### src/rtl/mc16_pkg.sv
package mc16_pkg;

  localparam int unsigned WORD_W  = 16;
  localparam int unsigned REG_CNT = 8;
  localparam int unsigned RIDX_W  = $clog2(REG_CNT);

  typedef logic [WORD_W-1:0] word_t;
  typedef logic [RIDX_W-1:0] ridx_t;

  typedef enum logic [2:0] {
    ST_FETCH  = 3'd0,
    ST_DECODE = 3'd1,
    ST_EXEC   = 3'd2,
    ST_MEM    = 3'd3,
    ST_WB     = 3'd4
  } state_e;

  typedef enum logic [2:0] {
    OP_RALU = 3'd0,
    OP_LUI  = 3'd1,
    OP_LW   = 3'd2,
    OP_SW   = 3'd3,
    OP_JL   = 3'd4,
    OP_JR   = 3'd5,
    OP_BNZ  = 3'd6,
    OP_BZ   = 3'd7
  } op_e;

  typedef enum logic [2:0] {
    FN_NONE = 3'd0,
    FN_LTU  = 3'd1,
    FN_SUB  = 3'd2,
    FN_ADD  = 3'd3,
    FN_XOR  = 3'd4,
    FN_OR   = 3'd5,
    FN_AND  = 3'd6,
    FN_PASS = 3'd7
  } fn_e;

  typedef enum logic [1:0] {WB_ALU, WB_UPPER, WB_LINK, WB_MEM} wsel_e;
  typedef enum logic [1:0] {PC_HOLD, PC_INC, PC_TARGET, PC_REG} pcsel_e;

  typedef struct packed {
    logic  imm_form;
    op_e   op;
    fn_e   fn;
    ridx_t ra;
    ridx_t rb;
    ridx_t rd;
  } dec_t;

  function automatic word_t sext9(logic [8:0] v);
    return {{(WORD_W-9){v[8]}}, v};
  endfunction

  function automatic word_t sext6(logic [5:0] v);
    return {{(WORD_W-6){v[5]}}, v};
  endfunction

  function automatic word_t upper(logic [7:0] v);
    return {v, {(WORD_W-8){1'b0}}};
  endfunction

  function automatic dec_t decode(word_t w);
    dec_t d;
    d.imm_form = w[15];
    d.op       = op_e'(w[14:12]);
    d.fn       = w[15] ? fn_e'(w[14:12]) : fn_e'(w[2:0]);
    d.ra       = w[11:9];
    d.rb       = w[8:6];
    d.rd       = (!w[15] && (w[14:12] == 3'd0)) ? w[5:3] : w[11:9];
    return d;
  endfunction

endpackage

### src/rtl/mc16_rst_sync.sv
module mc16_rst_sync #(
  parameter int unsigned STAGES = 2
) (
  input  logic clk,
  input  logic arst_n,
  output logic srst_n
);

  logic [STAGES-1:0] chain_q;

  always_ff @(posedge clk or negedge arst_n) begin
    if (!arst_n) begin
      chain_q <= '0;
    end else begin
      chain_q <= {chain_q[STAGES-2:0], 1'b1};
    end
  end

  assign srst_n = chain_q[STAGES-1];

endmodule

### src/rtl/mc16_regfile.sv
module mc16_regfile #(
  parameter  int unsigned W  = 16,
  parameter  int unsigned N  = 8,
  localparam int unsigned AW = $clog2(N)
) (
  input  logic          clk,
  input  logic          rst_n,
  input  logic          we,
  input  logic [AW-1:0] waddr,
  input  logic [W-1:0]  wdata,
  input  logic [AW-1:0] raddr_a,
  output logic [W-1:0]  rdata_a,
  input  logic [AW-1:0] raddr_b,
  output logic [W-1:0]  rdata_b
);

  logic [N-1:0][W-1:0] cells;

  for (genvar i = 0; i < N; i++) begin : g_cell
    logic [W-1:0] cell_q;
    logic         cell_en;

    assign cell_en = we && (waddr == AW'(i));

    always_ff @(posedge clk or negedge rst_n) begin
      if (!rst_n) begin
        cell_q <= '0;
      end else if (cell_en) begin
        cell_q <= wdata;
      end
    end

    assign cells[i] = cell_q;
  end

  assign rdata_a = cells[raddr_a];
  assign rdata_b = cells[raddr_b];

endmodule

### src/rtl/mc16_alu.sv
module mc16_alu
  import mc16_pkg::*;
(
  input  fn_e   fn,
  input  word_t a,
  input  word_t b,
  output word_t y
);

  always_comb begin
    case (fn)
      FN_LTU:  y = (a < b) ? word_t'(1) : '0;
      FN_SUB:  y = a - b;
      FN_ADD:  y = a + b;
      FN_XOR:  y = a ^ b;
      FN_OR:   y = a | b;
      FN_AND:  y = a & b;
      FN_PASS: y = b;
      default: y = a;
    endcase
  end

endmodule

### src/rtl/mc16_ctrl.sv
module mc16_ctrl
  import mc16_pkg::*;
(
  input  logic   clk,
  input  logic   rst_n,
  input  dec_t   dec,
  input  logic   opa_zero,
  output state_e state_q,
  output logic   ir_en,
  output logic   opr_en,
  output logic   mdr_en,
  output logic   rf_we,
  output logic   mem_we,
  output pcsel_e pc_sel,
  output wsel_e  wsel
);

  state_e state_d;
  logic   is_mem_op;

  assign is_mem_op = !dec.imm_form && ((dec.op == OP_LW) || (dec.op == OP_SW));

  always_comb begin
    state_d = state_q;
    ir_en   = 1'b0;
    opr_en  = 1'b0;
    mdr_en  = 1'b0;
    rf_we   = 1'b0;
    mem_we  = 1'b0;
    pc_sel  = PC_HOLD;
    wsel    = WB_ALU;
    case (state_q)
      ST_FETCH: begin
        ir_en   = 1'b1;
        pc_sel  = PC_INC;
        state_d = ST_DECODE;
      end
      ST_DECODE: begin
        opr_en  = 1'b1;
        state_d = is_mem_op ? ST_MEM : ST_EXEC;
      end
      ST_EXEC: begin
        state_d = ST_FETCH;
        if (dec.imm_form) begin
          rf_we = (dec.fn != FN_NONE);
        end else begin
          case (dec.op)
            OP_RALU: rf_we = (dec.fn != FN_NONE);
            OP_LUI: begin
              rf_we = 1'b1;
              wsel  = WB_UPPER;
            end
            OP_JL: begin
              rf_we  = 1'b1;
              wsel   = WB_LINK;
              pc_sel = PC_TARGET;
            end
            OP_JR:   pc_sel = PC_REG;
            OP_BNZ:  pc_sel = opa_zero ? PC_HOLD : PC_TARGET;
            OP_BZ:   pc_sel = opa_zero ? PC_TARGET : PC_HOLD;
            default: pc_sel = PC_HOLD;
          endcase
        end
      end
      ST_MEM: begin
        if (dec.op == OP_SW) begin
          mem_we  = 1'b1;
          state_d = ST_FETCH;
        end else begin
          mdr_en  = 1'b1;
          state_d = ST_WB;
        end
      end
      ST_WB: begin
        rf_we   = 1'b1;
        wsel    = WB_MEM;
        state_d = ST_FETCH;
      end
      default: state_d = ST_FETCH;
    endcase
  end

  always_ff @(posedge clk or negedge rst_n) begin
    if (!rst_n) begin
      state_q <= ST_FETCH;
    end else begin
      state_q <= state_d;
    end
  end

endmodule

### src/rtl/mc16_core.sv
module mc16_core
  import mc16_pkg::*;
#(
  parameter  int unsigned RST_STAGES = 2,
  localparam int unsigned DATA_W     = WORD_W,
  localparam int unsigned ADDR_W     = WORD_W
) (
  input  logic              clk,
  input  logic              arst_n,
  output logic [ADDR_W-1:0] mem_addr,
  output logic [DATA_W-1:0] mem_wdata,
  output logic              mem_we,
  input  logic [DATA_W-1:0] mem_rdata
);

  logic   rst_sync_n;
  state_e state_q;
  logic   ir_en, opr_en, mdr_en, rf_we;
  pcsel_e pc_sel;
  wsel_e  wsel;

  word_t  ir_q, pc_q, opa_q, opb_q, tgt_q, mar_q, mdr_q;
  word_t  pc_d, rf_wdata, rd_a, rd_b, alu_b, alu_y;
  dec_t   dec;
  logic   opa_zero;

  mc16_rst_sync #(.STAGES(RST_STAGES)) u_rst (
    .clk    (clk),
    .arst_n (arst_n),
    .srst_n (rst_sync_n)
  );

  assign dec      = decode(ir_q);
  assign opa_zero = (opa_q == '0);

  mc16_ctrl u_ctrl (
    .clk      (clk),
    .rst_n    (rst_sync_n),
    .dec      (dec),
    .opa_zero (opa_zero),
    .state_q  (state_q),
    .ir_en    (ir_en),
    .opr_en   (opr_en),
    .mdr_en   (mdr_en),
    .rf_we    (rf_we),
    .mem_we   (mem_we),
    .pc_sel   (pc_sel),
    .wsel     (wsel)
  );

  mc16_regfile #(.W(WORD_W), .N(REG_CNT)) u_rf (
    .clk     (clk),
    .rst_n   (rst_sync_n),
    .we      (rf_we),
    .waddr   (dec.rd),
    .wdata   (rf_wdata),
    .raddr_a (dec.ra),
    .rdata_a (rd_a),
    .raddr_b (dec.rb),
    .rdata_b (rd_b)
  );

  assign alu_b = dec.imm_form ? sext9(ir_q[8:0]) : opb_q;

  mc16_alu u_alu (
    .fn (dec.fn),
    .a  (opa_q),
    .b  (alu_b),
    .y  (alu_y)
  );

  always_comb begin
    case (wsel)
      WB_UPPER: rf_wdata = upper(ir_q[7:0]);
      WB_LINK:  rf_wdata = pc_q;
      WB_MEM:   rf_wdata = mdr_q;
      default:  rf_wdata = alu_y;
    endcase
  end

  always_comb begin
    case (pc_sel)
      PC_INC:    pc_d = pc_q + word_t'(1);
      PC_TARGET: pc_d = tgt_q;
      PC_REG:    pc_d = opa_q;
      default:   pc_d = pc_q;
    endcase
  end

  always_ff @(posedge clk or negedge rst_sync_n) begin
    if (!rst_sync_n) begin
      pc_q <= '0;
    end else if (pc_sel != PC_HOLD) begin
      pc_q <= pc_d;
    end
  end

  always_ff @(posedge clk or negedge rst_sync_n) begin
    if (!rst_sync_n) begin
      ir_q <= '0;
    end else if (ir_en) begin
      ir_q <= mem_rdata;
    end
  end

  always_ff @(posedge clk or negedge rst_sync_n) begin
    if (!rst_sync_n) begin
      opa_q <= '0;
      opb_q <= '0;
      tgt_q <= '0;
      mar_q <= '0;
    end else if (opr_en) begin
      opa_q <= rd_a;
      opb_q <= rd_b;
      tgt_q <= pc_q + sext9(ir_q[8:0]);
      mar_q <= rd_b + sext6(ir_q[5:0]);
    end
  end

  always_ff @(posedge clk or negedge rst_sync_n) begin
    if (!rst_sync_n) begin
      mdr_q <= '0;
    end else if (mdr_en) begin
      mdr_q <= mem_rdata;
    end
  end

  assign mem_addr  = (state_q == ST_MEM) ? mar_q : pc_q;
  assign mem_wdata = opa_q;

endmodule

### config.mk
export PLATFORM = sky130hd
export DESIGN_NAME = mc16_core
export DESIGN_NICKNAME = d
export VERILOG_FILES = /design/src/rtl/mc16_pkg.sv /design/src/rtl/mc16_rst_sync.sv /design/src/rtl/mc16_regfile.sv /design/src/rtl/mc16_alu.sv /design/src/rtl/mc16_ctrl.sv /design/src/rtl/mc16_core.sv
export SDC_FILE = /design/constraint.sdc
export NUM_CORES = 1
export LEC_CHECK = 0
export ABC_AREA = 1
export BUFFER_PORTS_ARGS = -buffer_cell sky130_fd_sc_hd__buf_2
export CORE_MARGIN = 3
export CORE_UTILIZATION = 30
export CTS_BUF_LIST = sky130_fd_sc_hd__clkbuf_8 sky130_fd_sc_hd__clkbuf_16
export DETAILED_ROUTE_END_ITERATION = 16
export GPL_TIMING_DRIVEN = 0
export REMOVE_ABC_BUFFERS = 1
export SYNTH_ARGS = -nofsm -noshare
export SYNTH_HDL_FRONTEND = slang
export SYNTH_SLANG_ARGS = --single-unit
### constraint.sdc
create_clock -name clk -period 14.72 [get_ports clk]
set_clock_uncertainty 0.15 [all_clocks]
set_input_delay 1.472 -clock clk [delete_from_list [all_inputs] [get_ports clk]]
set_output_delay 1.472 -clock clk [all_outputs]
set_load 0.03 [all_outputs]
---- Word-level counts from Yosys, hierarchy flattened ----
Index checks and enable logic that the tools add are counted.
W data, S select, Z words.
word-level totals
  output and inout bits ................... 33
  bits in registers ....................... 245
  bits of input ports ..................... 18
cells by class
  equality and inequality tests ........... 31
  reduce and logical (&&, ||, !) cells .... 21
  muxes and demuxes ....................... 32
  magnitude comparators ................... 3
  bitwise logic cells ..................... 3
  add/sub/neg operators ................... 5
operator list
  cell                     number
  $pmux W16 S7             1
  $bmux W16 S3             2
  $pmux W16 S3             2
  $mux W16                 4
  $add A16 B16 Y16         3
  $eq A3 B3 Y1 const B     13
  $eq A3 B2 Y1 const B     8
  $add A16 B1 Y16 const B  1
  $and A16 B16 Y16         1
  $logic_not A16 Y1        1
  $lt A16 B16 Y1           1
  $or A16 B16 Y16          1
  $sub A16 B16 Y16         1
  $xor A16 B16 Y16         1
  $eq A3 B1 Y1 const B     4
  $pmux W2 S2              3
  $logic_and A1 B1 Y1      10
  $logic_not A3 Y1         3
  $mux W1                  9
  $mux W3                  3
  $pmux W3 S3              1
  $eq A2 B2 Y1 const B     4
  $lt A3 B4 Y1 const B     2
  $mux W2                  4
  other kinds (9)          12

---- Logic depth before layout (Yosys ltp) ----
  depth in word-level cells ............... 8
  depth in mapped cells ................... 21
  depth with buffers taken out ............ 19

---- Modules after synthesis ----
Synthesis repeated with hierarchy kept, for this count alone.
second synthesis, totals
  cell total of the unflattened synthesis .. 2811
  area total of the unflattened synthesis .. 18032.3 sq um
by module, submodules not included
  module         seq. area each (sq um)  times used  area each (sq um)  cells an instance
  mc16_regfile   3203.1                  1           7490.9             1165
  mc16_core      2802.7                  1           7294.5             1054
  mc16_alu       0.0                     1           2905.3             541
  mc16_ctrl      75.1                    1           287.8              48
  mc16_rst_sync  50.0                    1           53.8               3

---- Least setup slack after synthesis ----
No wires, ideal clock.
  path kind ............................... register to output
  from .................................... register u_ctrl.state_q[1]
  to ...................................... output port mem_we
  arrival time ............................ 1828 ps
  data required time ...................... 13098 ps
  cell stages (with the launch flop) ...... 6
  path slack .............................. 11270 ps
  path buffers ............................ 1
  cells stage by stage .................... dfrtp_1 > buf_2 > inv_1 > nor3_1 > inv_1 > nor4_1
on the way
  longest elaborated chain between the ends .. 2
ends and longest elaborated chain
  what                    line             source
  from (decl)             mc16_ctrl.sv:8   output state_e state_q,
  from (signal assigned)  mc16_ctrl.sv:87  state_q <= state_d;
  $eq A3 B2 Y1            mc16_ctrl.sv:32  case (state_q)
  $mux W1                 mc16_ctrl.sv:32
  to (decl)               mc16_core.sv:12  output logic mem_we,
No other way between the ends.

---- Final worst setup path ----
  from .................................... register ir_q[8]
  to ...................................... register mar_q[15]
on the way
  longest elaborated chain between the ends .. 3
ends and longest elaborated chain
  what                            line                source
  from (decl)                     mc16_core.sv:22     word_t ir_q, pc_q, opa_q, opb_q, tgt_q, mar_q, mdr_q;
  from (signal assigned)          mc16_core.sv:102    ir_q <= mem_rdata;
  $bmux W16 S3                    mc16_regfile.sv:37  assign rdata_b = cells[raddr_b];
  $mux W16 (not written as such)  mc16_regfile.sv:37
  net rd_b[1]                     mc16_core.sv:23     word_t pc_d, rf_wdata, rd_a, rd_b, alu_b, alu_y;
  $add A16 B16 Y16                mc16_core.sv:116    mar_q <= rd_b + sext6(ir_q[5:0]);
  to (signal assigned)            mc16_core.sv:116
  to (decl)                       mc16_core.sv:22
The timed path passes the listed nets, and every way through them passes these cells. The select of a mux whose other input is x is not followed.
A chain may end at the register's enable or synchronous reset.

==> impl_metrics.py <==
metrics = {
    "die": {
        "die_height_um": 245,
        "ios": 51,
        "die_w_um": 245,
        "core_region_area_um2": 56500,
        "die_area_um2": 60100,
        "start_util_pct": 30.4,
        "rows": 87,
    },
    "clock_tree": {
        "cts_tree": "built",
        "holdBufCountCts": 0,
        "cts_setup_buffers": 0,
        "cts_max_level": 1,
        "cts_repair_resize_count": 0,
        "cts_buffers": 30,
        "cts_root_buf": "clkbuf_16",
        "cts_buffer_depth": 3,
        "cts_sinks": 245,
        "cts.reportedPaths.clkPinSlew_ps": 60,
        "clock_latency_ps": 580,
    },
    "sta": {
        "period_share_pct": 34.3,
        "rsz0062_at_grt": "no",
        "finalSetupViolCount": 0,
        "maxSlewViolCount": 0,
        "setup_tns_ps": 0,
        "tightest_slew_ps": 1340,
        "worst_slew_margin_rel_pct": 10.7,
        "period_needed_ps": 5050,
        "fmax_mhz": 198,
        "final_hold_viol_count": 0,
    },
    "worst_setup_path": {
        "reg2reg_to": "mar_q[15]$_DFFE_PN0P_",
        "worstPathRequired_ps": 15020,
        "r2r_start": "ir_q[8]$_DFFE_PN0P_",
        "crit_fanout": 25,
        "cpPeakStageDelay_ps": 1240,
        "crit_slowest_cell": "dfrtp_1",
        "cp-start-kind": "flip-flop",
        "cp-end-kind": "flip-flop",
        "worstSetupStartpoint": "ir_q[8]$_DFFE_PN0P_",
        "worstSetupPathType": "flip-flop to flip-flop",
        "cp_cell_sequence": "clkinv_1 -> a31oi_1 -> ha_1 -> nand3_1 -> nand2_1 -> a21oi_1 -> o21ai_0 -> nand3_1 -> nand2_1 -> nand2_1 -> nand3_1 -> nand3_1 -> nand2_1",
        "worstPathArrival_ps": 5350,
        "reg2reg_setup_slack_ps": 9670,
        "r2r_cells": 13,
    },
    "global_route": {
        "grt_pass1_vias": 15499,
        "grt_util_met3_pct": 2.98,
        "grt_pass1_wl_um": 93300,
        "top_usage_layer": "met2",
        "antenna_found_initial": 1,
        "grt_start_max_net_pins": 86,
        "overflow": 0,
        "track_usage_pct": 19.9,
        "use_met1_pct": 27.5,
        "met2_usage_pct": 31.5,
    },
    "logic_synthesis": {
        "synthMuxAreaShare_pct": 0,
        "async_flop_share_pct": 100,
        "yosysTopAreaCell": "dfrtp_1",
        "synth_area_leaders": "dfrtp_1 (36%), nand2_1 (19%), o21ai_0 (8.2%)",
        "yosys.area_share.adder_pct": 6.95,
        "synth_common_cells": "nand2_1 (885), o21ai_0 (281), inv_1 (250)",
        "synth_top_area_share_pct": 35.7,
        "synth_compound_gate_area_share_pct": 18.1,
        "synthSimpleGateAreaFrac_pct": 28.9,
        "syn-cell-area_um2": 17200,
        "syn_inst": 2514,
        "yosysSeqAreaShare_pct": 35.7,
        "synth_xor_area_share_pct": 1.58,
        "synthDistinctLibCells": 45,
        "yosysMostFrequentCell": "nand2_1",
        "synth_edf_count": 0,
        "avgSynthCellArea_um2": 6.83,
        "ys_dominant_reg_cell": "dfrtp_1",
        "yosysWarnings": 0,
        "synth_top_family_by_area": "simple AND/OR/NAND/NOR gates",
        "synth-seq-cells": 245,
    },
    "min_path": {
        "worst_hold_path_type": "flip-flop to asynchronous set/reset pin",
    },
    "final_layout": {
        "drive_above_1_share_pct": 7.33,
        "final_nets": 2617,
        "num_antenna_cells": 0,
        "syn2layout_area_growth_pct": 11.7,
        "nFillCells": 6119,
    },
    "routing": {
        "wl_per_cell_um": 18.6,
        "drt_wl_total_um": 60900,
        "first_pass_iters": 6,
        "viasPerCell": 5.12,
        "via_count": 16787,
        "drc": 0,
        "drtIter0Drc": 1600,
        "drtAntennaViolNets": 0,
    },
    "placed_design": {
        "io_buffers": 50,
        "gp_congestion": 0.933,
        "dpl.hpwl_um": 43100,
    },
    "run": {
        "maxCapViolCount": 0,
    },
    "status": {
        "outcome": "completed",
    },
}
## critical path: cells and delay by family (launching register included)
kind | cells | cell delay, ps
AOI/OAI and AO/OA | 3 | 1370
DFF | 1 | 1240
buffers and inverters | 1 | 1110
and+or+nand+nor | 8 | 680
adders and majority gates | 1 | 360
## worst max-delay path by stage
| stage | end | slack [ps] | cells after the start |
|---|---|---|---|
| global route | mar_q[15]$_DFFE_PN0P_ | 9520 | 13 |
| global placement | tgt_q[11]$_DFFE_PN0P_ | 2180 | 3 |
| finish | mar_q[15]$_DFFE_PN0P_ | 9670 | 13 |
| CTS | mar_q[15]$_DFFE_PN0P_ | 9780 | 13 |
| detailed placement | mar_q[15]$_DFFE_PN0P_ | 9820 | 13 |
| floorplan | ir_q[0]$_DFFE_PN0P_ | 7240 | 0 |
## cells in the final DEF (no fill, tap or decap), drive strengths merged
master	instances
bufinv	1
nor2	127
a21oi	164
o21bai	7
a21boi	5
nand2	900
o221ai	16
nand4	16
and2	4
dfrtp	245
ha	89
o31ai	3
nor3	23
inv	272
conb	1
a31oi	26
o21ai	295
a221oi	3
o22ai	9
a22oi	8
xor2	21
buf	67
a21o	6
nand3	122
nand3b	4
o211ai	22
xnor2	10
o21a	1
or2	3
fa	4
clkinv	10
clkbuf	38
nor4	3
## final cells by class
| cell class | count | area [um2] | share of cell area, % |
|---|---|---|---|
| Clock buffer | 38 | 861 | 4.49 |
| Clock inverter | 13 | 93.8 | 0.489 |
| Inverter | 270 | 1020 | 5.31 |
| Multi-Input combinational cell | 1892 | 9560 | 49.8 |
| Sequential cell | 245 | 6140 | 32.0 |
| Tap cell | 756 | 946 | 4.93 |
| Timing Repair Buffer | 67 | 557 | 2.90 |
## metrics by stage
stage | hold WS, ps | cells | cell area (um2) | setup WS [ps] | utilization, %
floorplan | 181 | 2407 | 16700 | 7240 | -
global placement | 183 | 3213 | 17900 | 2180 | 31.7
detailed placement | 151 | 3230 | 18200 | 9820 | 32.3
finish | 139 | 3281 | 19200 | 9670 | 33.9
CTS | 167 | 3281 | 19200 | 9780 | 33.9
global route | 189 | 3281 | 19200 | 9520 | 33.9
## metal layers
metal  vias up  share of wire [%]
met5         -              0.028
met4         2                3.7
met3       107                7.6
met2       582                 44
met1      7934                 44
li1       8162                  -
## registers in the layout, summed over array words and instances (netlist names)
name and flops:
pc_q 16, tgt_q 16, u_rf.g_cell.cell_q 128, mdr_q 16
opb_q 16, u_ctrl.state_q 3, mem_wdata 16, mar_q 16
u_rst.chain_q 2, ir_q 16
## cell families after synthesis
| logic type | after synthesis |
|---|---|
| fa+ha+maj | 93 |
| flops | 245 |
| compound gates | 565 |
| simple gates | 1202 |
| buf+inv | 377 |
| other cells | 1 |
| xor+xnor | 31 |
Power is left out: the tool's default activity adds up to more than one toggle a clock period on the data nets, which glitch-free logic cannot reach.
